--- config.mk ---
export PLATFORM = sky130hd
export DESIGN_NAME = gshare_predictor
export DESIGN_NICKNAME = d
export VERILOG_FILES = /design/src/rtl/gshare_pkg.sv /design/src/rtl/gs_history.sv /design/src/rtl/gs_pht.sv /design/src/rtl/gs_btb.sv /design/src/rtl/gshare_predictor.sv
export SDC_FILE = /design/constraint.sdc
export NUM_CORES = 2
export LEC_CHECK = 0
export BUFFER_PORTS_ARGS = -buffer_cell sky130_fd_sc_hd__buf_2
export CAP_MARGIN = 20
export CORE_UTILIZATION = 43
export DETAILED_ROUTE_END_ITERATION = 12
export SYNTH_ARGS = -nofsm -noshare
export SYNTH_HDL_FRONTEND = slang
export SYNTH_SLANG_ARGS = --single-unit
export TNS_END_PERCENT = 20
--- constraint.sdc ---
create_clock -name clk -period 6.2 [get_ports clk]
set_input_delay 0.31 -clock clk [delete_from_list [all_inputs] [get_ports clk]]
set_output_delay 0.31 -clock clk [all_outputs]
set_load 0.05 [all_outputs]
--- src/rtl/gshare_pkg.sv ---
// Shared counter type and update rule for the gshare predictor.
// Assumes 2-bit counters; bit 1 is the predicted direction.
package gshare_pkg;
    typedef logic [1:0] ctr_t;

    localparam ctr_t CTR_RESET = 2'b01;

    // Saturating step of a direction counter toward the observed outcome.
    function automatic ctr_t ctr_step(input ctr_t cur, input logic taken);
        ctr_t nxt;
        nxt = cur;
        if (taken && cur != 2'b11) nxt = cur + 2'b01;
        else if (!taken && cur != 2'b00) nxt = cur - 2'b01;
        return nxt;
    endfunction
endpackage

--- src/rtl/gs_history.sv ---
// Global outcome history register with speculative shift and checkpoint repair.
// Assumes the repair request wins over a speculative shift in the same cycle.
module gs_history #(
    parameter int HIST_W = 8
) (
    input  logic              clk,
    input  logic              rst_n,
    input  logic              spec_en,
    input  logic              spec_bit,
    input  logic              fix_en,
    input  logic [HIST_W-1:0] fix_ckpt,
    input  logic              fix_bit,
    output logic [HIST_W-1:0] hist
);
    logic [HIST_W-1:0] hist_q;

    // History update: reset, repair from checkpoint, or speculative shift.
    always_ff @(posedge clk) begin
        if (!rst_n)       hist_q <= '0;
        else if (fix_en)  hist_q <= {fix_ckpt[HIST_W-2:0], fix_bit};
        else if (spec_en) hist_q <= {hist_q[HIST_W-2:0], spec_bit};
    end

    assign hist = hist_q;
endmodule

--- src/rtl/gs_pht.sv ---
// Pattern table of 2-bit saturating counters, one per index value.
// Asynchronous read port; one write port trained at a carried index.
module gs_pht
    import gshare_pkg::*;
#(
    parameter int HIST_W = 8
) (
    input  logic              clk,
    input  logic              rst_n,
    input  logic [HIST_W-1:0] rd_idx,
    output ctr_t              rd_ctr,
    input  logic              wr_en,
    input  logic [HIST_W-1:0] wr_idx,
    input  logic              wr_taken
);
    localparam int ENTRIES = 1 << HIST_W;

    ctr_t tbl [ENTRIES];

    // Counter training and reset to weakly not taken.
    always_ff @(posedge clk) begin
        if (!rst_n) begin
            for (int i = 0; i < ENTRIES; i++) tbl[i] <= CTR_RESET;
        end else if (wr_en) begin
            tbl[wr_idx] <= ctr_step(tbl[wr_idx], wr_taken);
        end
    end

    // Read of the counter at the prediction index.
    always_comb rd_ctr = tbl[rd_idx];
endmodule

--- src/rtl/gs_btb.sv ---
// Direct-mapped branch target cache: valid bit, tag and target per entry.
// Lookup is combinational; a write allocates or overwrites an entry.
module gs_btb #(
    parameter int PC_W      = 32,
    parameter int IDX_W     = 4,
    parameter int OFF_W     = 2
) (
    input  logic            clk,
    input  logic            rst_n,
    input  logic [PC_W-1:0] lk_pc,
    output logic            lk_hit,
    output logic [PC_W-1:0] lk_target,
    input  logic            wr_en,
    input  logic [PC_W-1:0] wr_pc,
    input  logic [PC_W-1:0] wr_target
);
    localparam int ENTRIES = 1 << IDX_W;
    localparam int TAG_W   = PC_W - IDX_W - OFF_W;

    logic              vld_q [ENTRIES];
    logic [TAG_W-1:0]  tag_q [ENTRIES];
    logic [PC_W-1:0]   tgt_q [ENTRIES];

    logic [IDX_W-1:0] lk_idx, wr_idx;
    logic [TAG_W-1:0] lk_tag, wr_tag;

    // Split addresses into set index and tag.
    always_comb begin
        lk_idx = lk_pc[OFF_W +: IDX_W];
        lk_tag = lk_pc[PC_W-1 -: TAG_W];
        wr_idx = wr_pc[OFF_W +: IDX_W];
        wr_tag = wr_pc[PC_W-1 -: TAG_W];
    end

    // Valid bits: cleared at reset, set on allocation.
    always_ff @(posedge clk) begin
        if (!rst_n) begin
            for (int i = 0; i < ENTRIES; i++) vld_q[i] <= 1'b0;
        end else if (wr_en) begin
            vld_q[wr_idx] <= 1'b1;
        end
    end

    // Tag and target storage, no reset needed behind the valid bits.
    always_ff @(posedge clk) begin
        if (wr_en) begin
            tag_q[wr_idx] <= wr_tag;
            tgt_q[wr_idx] <= wr_target;
        end
    end

    // Hit detection and target read.
    always_comb begin
        lk_hit    = vld_q[lk_idx] && (tag_q[lk_idx] == lk_tag);
        lk_target = tgt_q[lk_idx];
    end
endmodule

--- src/rtl/gshare_predictor.sv ---
// Top of the gshare predictor: forms the table index, fuses direction and
// target lookup into a next fetch address, and applies resolve updates.
// Assumes fixed-size instructions of INST_BYTES bytes (power of two).
module gshare_predictor
    import gshare_pkg::*;
#(
    parameter int PC_W       = 32,
    parameter int HIST_W     = 8,
    parameter int BTB_IDX_W  = 4,
    parameter int INST_BYTES = 4
) (
    input  logic              clk,
    input  logic              rst_n,
    input  logic              pred_valid,
    input  logic [PC_W-1:0]   pred_pc,
    output logic              pred_hit,
    output logic              pred_taken,
    output logic [PC_W-1:0]   pred_next_pc,
    output logic [HIST_W-1:0] pred_index,
    output logic [HIST_W-1:0] pred_ckpt,
    input  logic              res_valid,
    input  logic [PC_W-1:0]   res_pc,
    input  logic              res_taken,
    input  logic [PC_W-1:0]   res_target,
    input  logic [HIST_W-1:0] res_index,
    input  logic [HIST_W-1:0] res_ckpt,
    input  logic              res_mispredict
);
    localparam int OFF_W = $clog2(INST_BYTES);

    logic [HIST_W-1:0] hist;
    ctr_t              ctr;
    logic              btb_hit;
    logic [PC_W-1:0]   btb_tgt;

    gs_history #(.HIST_W(HIST_W)) u_hist (
        .clk      (clk),
        .rst_n    (rst_n),
        .spec_en  (pred_valid && btb_hit),
        .spec_bit (ctr[1]),
        .fix_en   (res_valid && res_mispredict),
        .fix_ckpt (res_ckpt),
        .fix_bit  (res_taken),
        .hist     (hist)
    );

    gs_pht #(.HIST_W(HIST_W)) u_pht (
        .clk      (clk),
        .rst_n    (rst_n),
        .rd_idx   (pred_index),
        .rd_ctr   (ctr),
        .wr_en    (res_valid),
        .wr_idx   (res_index),
        .wr_taken (res_taken)
    );

    gs_btb #(.PC_W(PC_W), .IDX_W(BTB_IDX_W), .OFF_W(OFF_W)) u_btb (
        .clk       (clk),
        .rst_n     (rst_n),
        .lk_pc     (pred_pc),
        .lk_hit    (btb_hit),
        .lk_target (btb_tgt),
        .wr_en     (res_valid && res_taken),
        .wr_pc     (res_pc),
        .wr_target (res_target)
    );

    // Hashed index, checkpoint and fused next fetch address.
    always_comb begin
        pred_index   = hist ^ pred_pc[OFF_W +: HIST_W];
        pred_ckpt    = hist;
        pred_hit     = btb_hit;
        pred_taken   = ctr[1];
        pred_next_pc = (btb_hit && ctr[1]) ? btb_tgt
                                           : pred_pc + PC_W'(INST_BYTES);
    end
endmodule

==> metrics.cfg <==
[outcome]
status=finished, final reports clean

[power]
power.total_mw=22.5
max-vdd-ir-drop_mv=0.250
p_leak_nw=22.6
pwr_density_cell_nw_per_um2=305

[timing]
max_slew.worst_pin.slew_ns=1.15
rsz0062_at_grt=false
slew_violations=0
fin_setup_tns_ns=0
timing.hold.ws_ns=0.148
setup_viol=0
max_freq_mhz=164
clock_skew_ns=0.0638
period_minus_slack_ns=6.10
slew_headroom_pct=22.9
finalCritPeriodShare_pct=98.4
finalHoldViolCount=0

[placement]
placed_cells=5714
dp_hpwl_um=108000
place.gp.congestion=0.865
port_buffers=164

[logic_synthesis]
syn_inst=3766
yosysSeqAreaShare_pct=67.8
syn-mean-instance-area_um2=17.1
syn_area_um2=64500
postSynthNetCount=3887
synth_flop_cell=edfxtp_1
synth_cell_types=70
yosys_warnings=0
synth_edf_count=1440
async_reset_ff_share_pct=0
ys_seq_elements=1464

[die]
row_count=141
die_area_um2=152000
start_util_pct=43.5
boundaryPins=168
die_h_um=389
core_area_um2=148000
die_w_um=389

[global_route]
grt_overflow=0
track_usage_pct=24.7
grt_pass1_wl_um=269000
antenna_found_initial=13
grt_max_degree=210
grt_pass1_vias=38000

[critical_path]
crit_type=flop to output port
cp_data_required_time_ns=5.89
endpoint_kind=output port
crit_fanout=12
crit_arrival_ns=5.79
start_kind=flop

[clock_tree]
htree_levels=4
path_clk_slew_ns=0.06
cts_buffer_depth=3
clock_latency_ns=0.82
numCtsBuffers=155
cts_sinks=1464
clock_tree.root_cell=clkbuf_16
cts_tree=built

[worst_hold_path]
hold_class=input pin to flop

[layout]
multi_input_area_um2=19400
fillCellCount=12200
drive_gt1_share_pct=26.3
nNetsFinal=4073
fin_cells=6090
seq_area_um2=43700
area_delta_synth_final_pct=14.5
final_core_util_pct=49.8

[drt]
detail_route.wl_per_cell_um=30.6
drtAntennaViolNets=0
num_vias=37900
dr.pass1.iters=6
drt_iter0_markers=4375
drc=0
viasPerCell=6.22
drt_wl_total_um=186000

[run]
max-cap-violations=0

## critical path, stage by stage (launching register included)
cell and delay, ns:
dfxtp_1 0.63, xnor2_2 0.22, clkinv_1 0.69, nor2_1 0.51, nand3_1 0.15, nand2_1 0.11
o31ai_1 0.10, nor4_1 0.53, o22ai_1 0.18, buf_4 0.21, nor3_4 0.74, buf_4 0.31
mux2_1 0.36, buf_2 0.22
## routing by layer
metal | global-route usage, % | up-vias | routed length [µm]
met5 | 0 | - | 61
met4 | 7.95 | 10 | 5610
met3 | 4.72 | 321 | 16600
met2 | 39.9 | 1922 | 90200
met1 | 33.7 | 19900 | 73800
li1 | - | 15700 | -
## path summary, 6_finish.rpt
check                           cells after the start  slack, ns                         endpoint                            start
worst max-delay path                               13        0.1                 pred_next_pc[20]      u_hist.hist[3]$_SDFFE_PN0P_
worst min-delay path                                4       0.15      u_hist.hist[0]$_SDFFE_PN0P_                       pred_valid
worst max register to register                     14       1.99  u_pht.tbl[218][1]$_SDFFCE_PN0P_  u_pht.tbl[163][1]$_SDFFCE_PN0P_
worst min register to register                      1       0.46          u_btb.vld_q[11]$_DFF_P_          u_btb.vld_q[11]$_DFF_P_
## area by class of cell
type / instances / share of cell area [%]
clock buffer: 192 / 5.50
tap: 2002 / 3.39
clock inverter: 92 / 1.34
sequential: 1464 / 59.1
timing repair buffer: 403 / 4.26
multi-input combinational: 1910 / 26.2
antenna: 9 / 0.0305
inverter: 18 / 0.0948
## kinds of logic (layout without fill, tap and decap cells)
kind of cell / count (synthesis) / count (layout) / synth area share [%]
flip-flops: 1464 / 1464 / 67.8
AND/OR/NAND/NOR: 843 / 843 / 6.46
multiplexers: 615 / 615 / 18.7
buffers and inverters: 392 / 705 / 2.67
AO/OA/AOI/OAI: 385 / 385 / 3.49
XOR/XNOR: 64 / 64 / 0.869
adder cells (fa/ha/maj): 3 / 3 / 0.0582
other: 0 / 9 / 0
## registers in the layout (all words and copies together), names as in the netlist
signal / flops
u_btb.tag_q: 416
u_pht.tbl: 512
u_btb.tgt_q: 512
u_hist.hist: 8
u_btb.vld_q: 16
## cell usage after synthesis (18+ instances only)
master	count	area, µm²
dfxtp_1	24	480
mux2_1	31	349
a22oi_1	19	143
mux4_2	468	10500
nor2b_1	20	125
xor2_1	22	193
buf_2	99	495
nand3_1	294	1470
edfxtp_1	1440	43200
mux2i_1	102	1020
buf_4	18	135
o21ai_0	258	1290
nand2_1	99	372
nor3_1	277	1390
xnor2_1	42	368
clkbuf_1	225	845
nor2_1	83	312
buf_1	24	90.1
## power breakdown
group	internal [mW]	total [mW]	leakage, nW	switching [mW]
Sequential	11.0	11.1	13.1	0.0679
Clock	5.22	9.21	2.45	3.99
Combinational	0.752	2.23	7.02	1.47
Total	17.0	22.5	22.6	5.53
## cells in the final DEF (no fill, tap or decap), types with 13 or more instances in the layout
cell type / instances
nor2b_1: 20
buf_12: 21
mux2_2: 14
xor2_1: 21
o21ai_0: 258
clkinv_1: 43
buf_2: 156
nor2_4: 15
xnor2_1: 37
nand4_1: 16
clkbuf_1: 33
a21oi_1: 16
nand2b_1: 17
clkbuf_16: 156
inv_1: 13
clkinv_2: 24
o21a_1: 16
buf_4: 139
nor3_1: 263
nand3_1: 291
dfxtp_1: 24
dlygate4sd3_1: 78
nor3_2: 14
edfxtp_1: 1440
mux2_1: 31
nand2_1: 99
mux2i_1: 102
mux4_2: 468
nor2_1: 66
a22oi_1: 19
## metrics by stage
stage                     worst slack, ns  instance area (µm²)
final                              0.0977                73900
after global routing               0.0113                73900
after CTS                          0.0813                73800
after detailed placement            0.895                68000
after global placement              0.931                68000
after floorplan                     0.908                64500
## repair_timing
item	4_1_cts	5_1_grt
setup buffers	0	0
hold endpoints to repair	952	0
hold buffers	78	0
gates resized for setup	0	0
setup endpoints to repair	0	18
No activity file was read; power rests on OpenSTA's default activity.
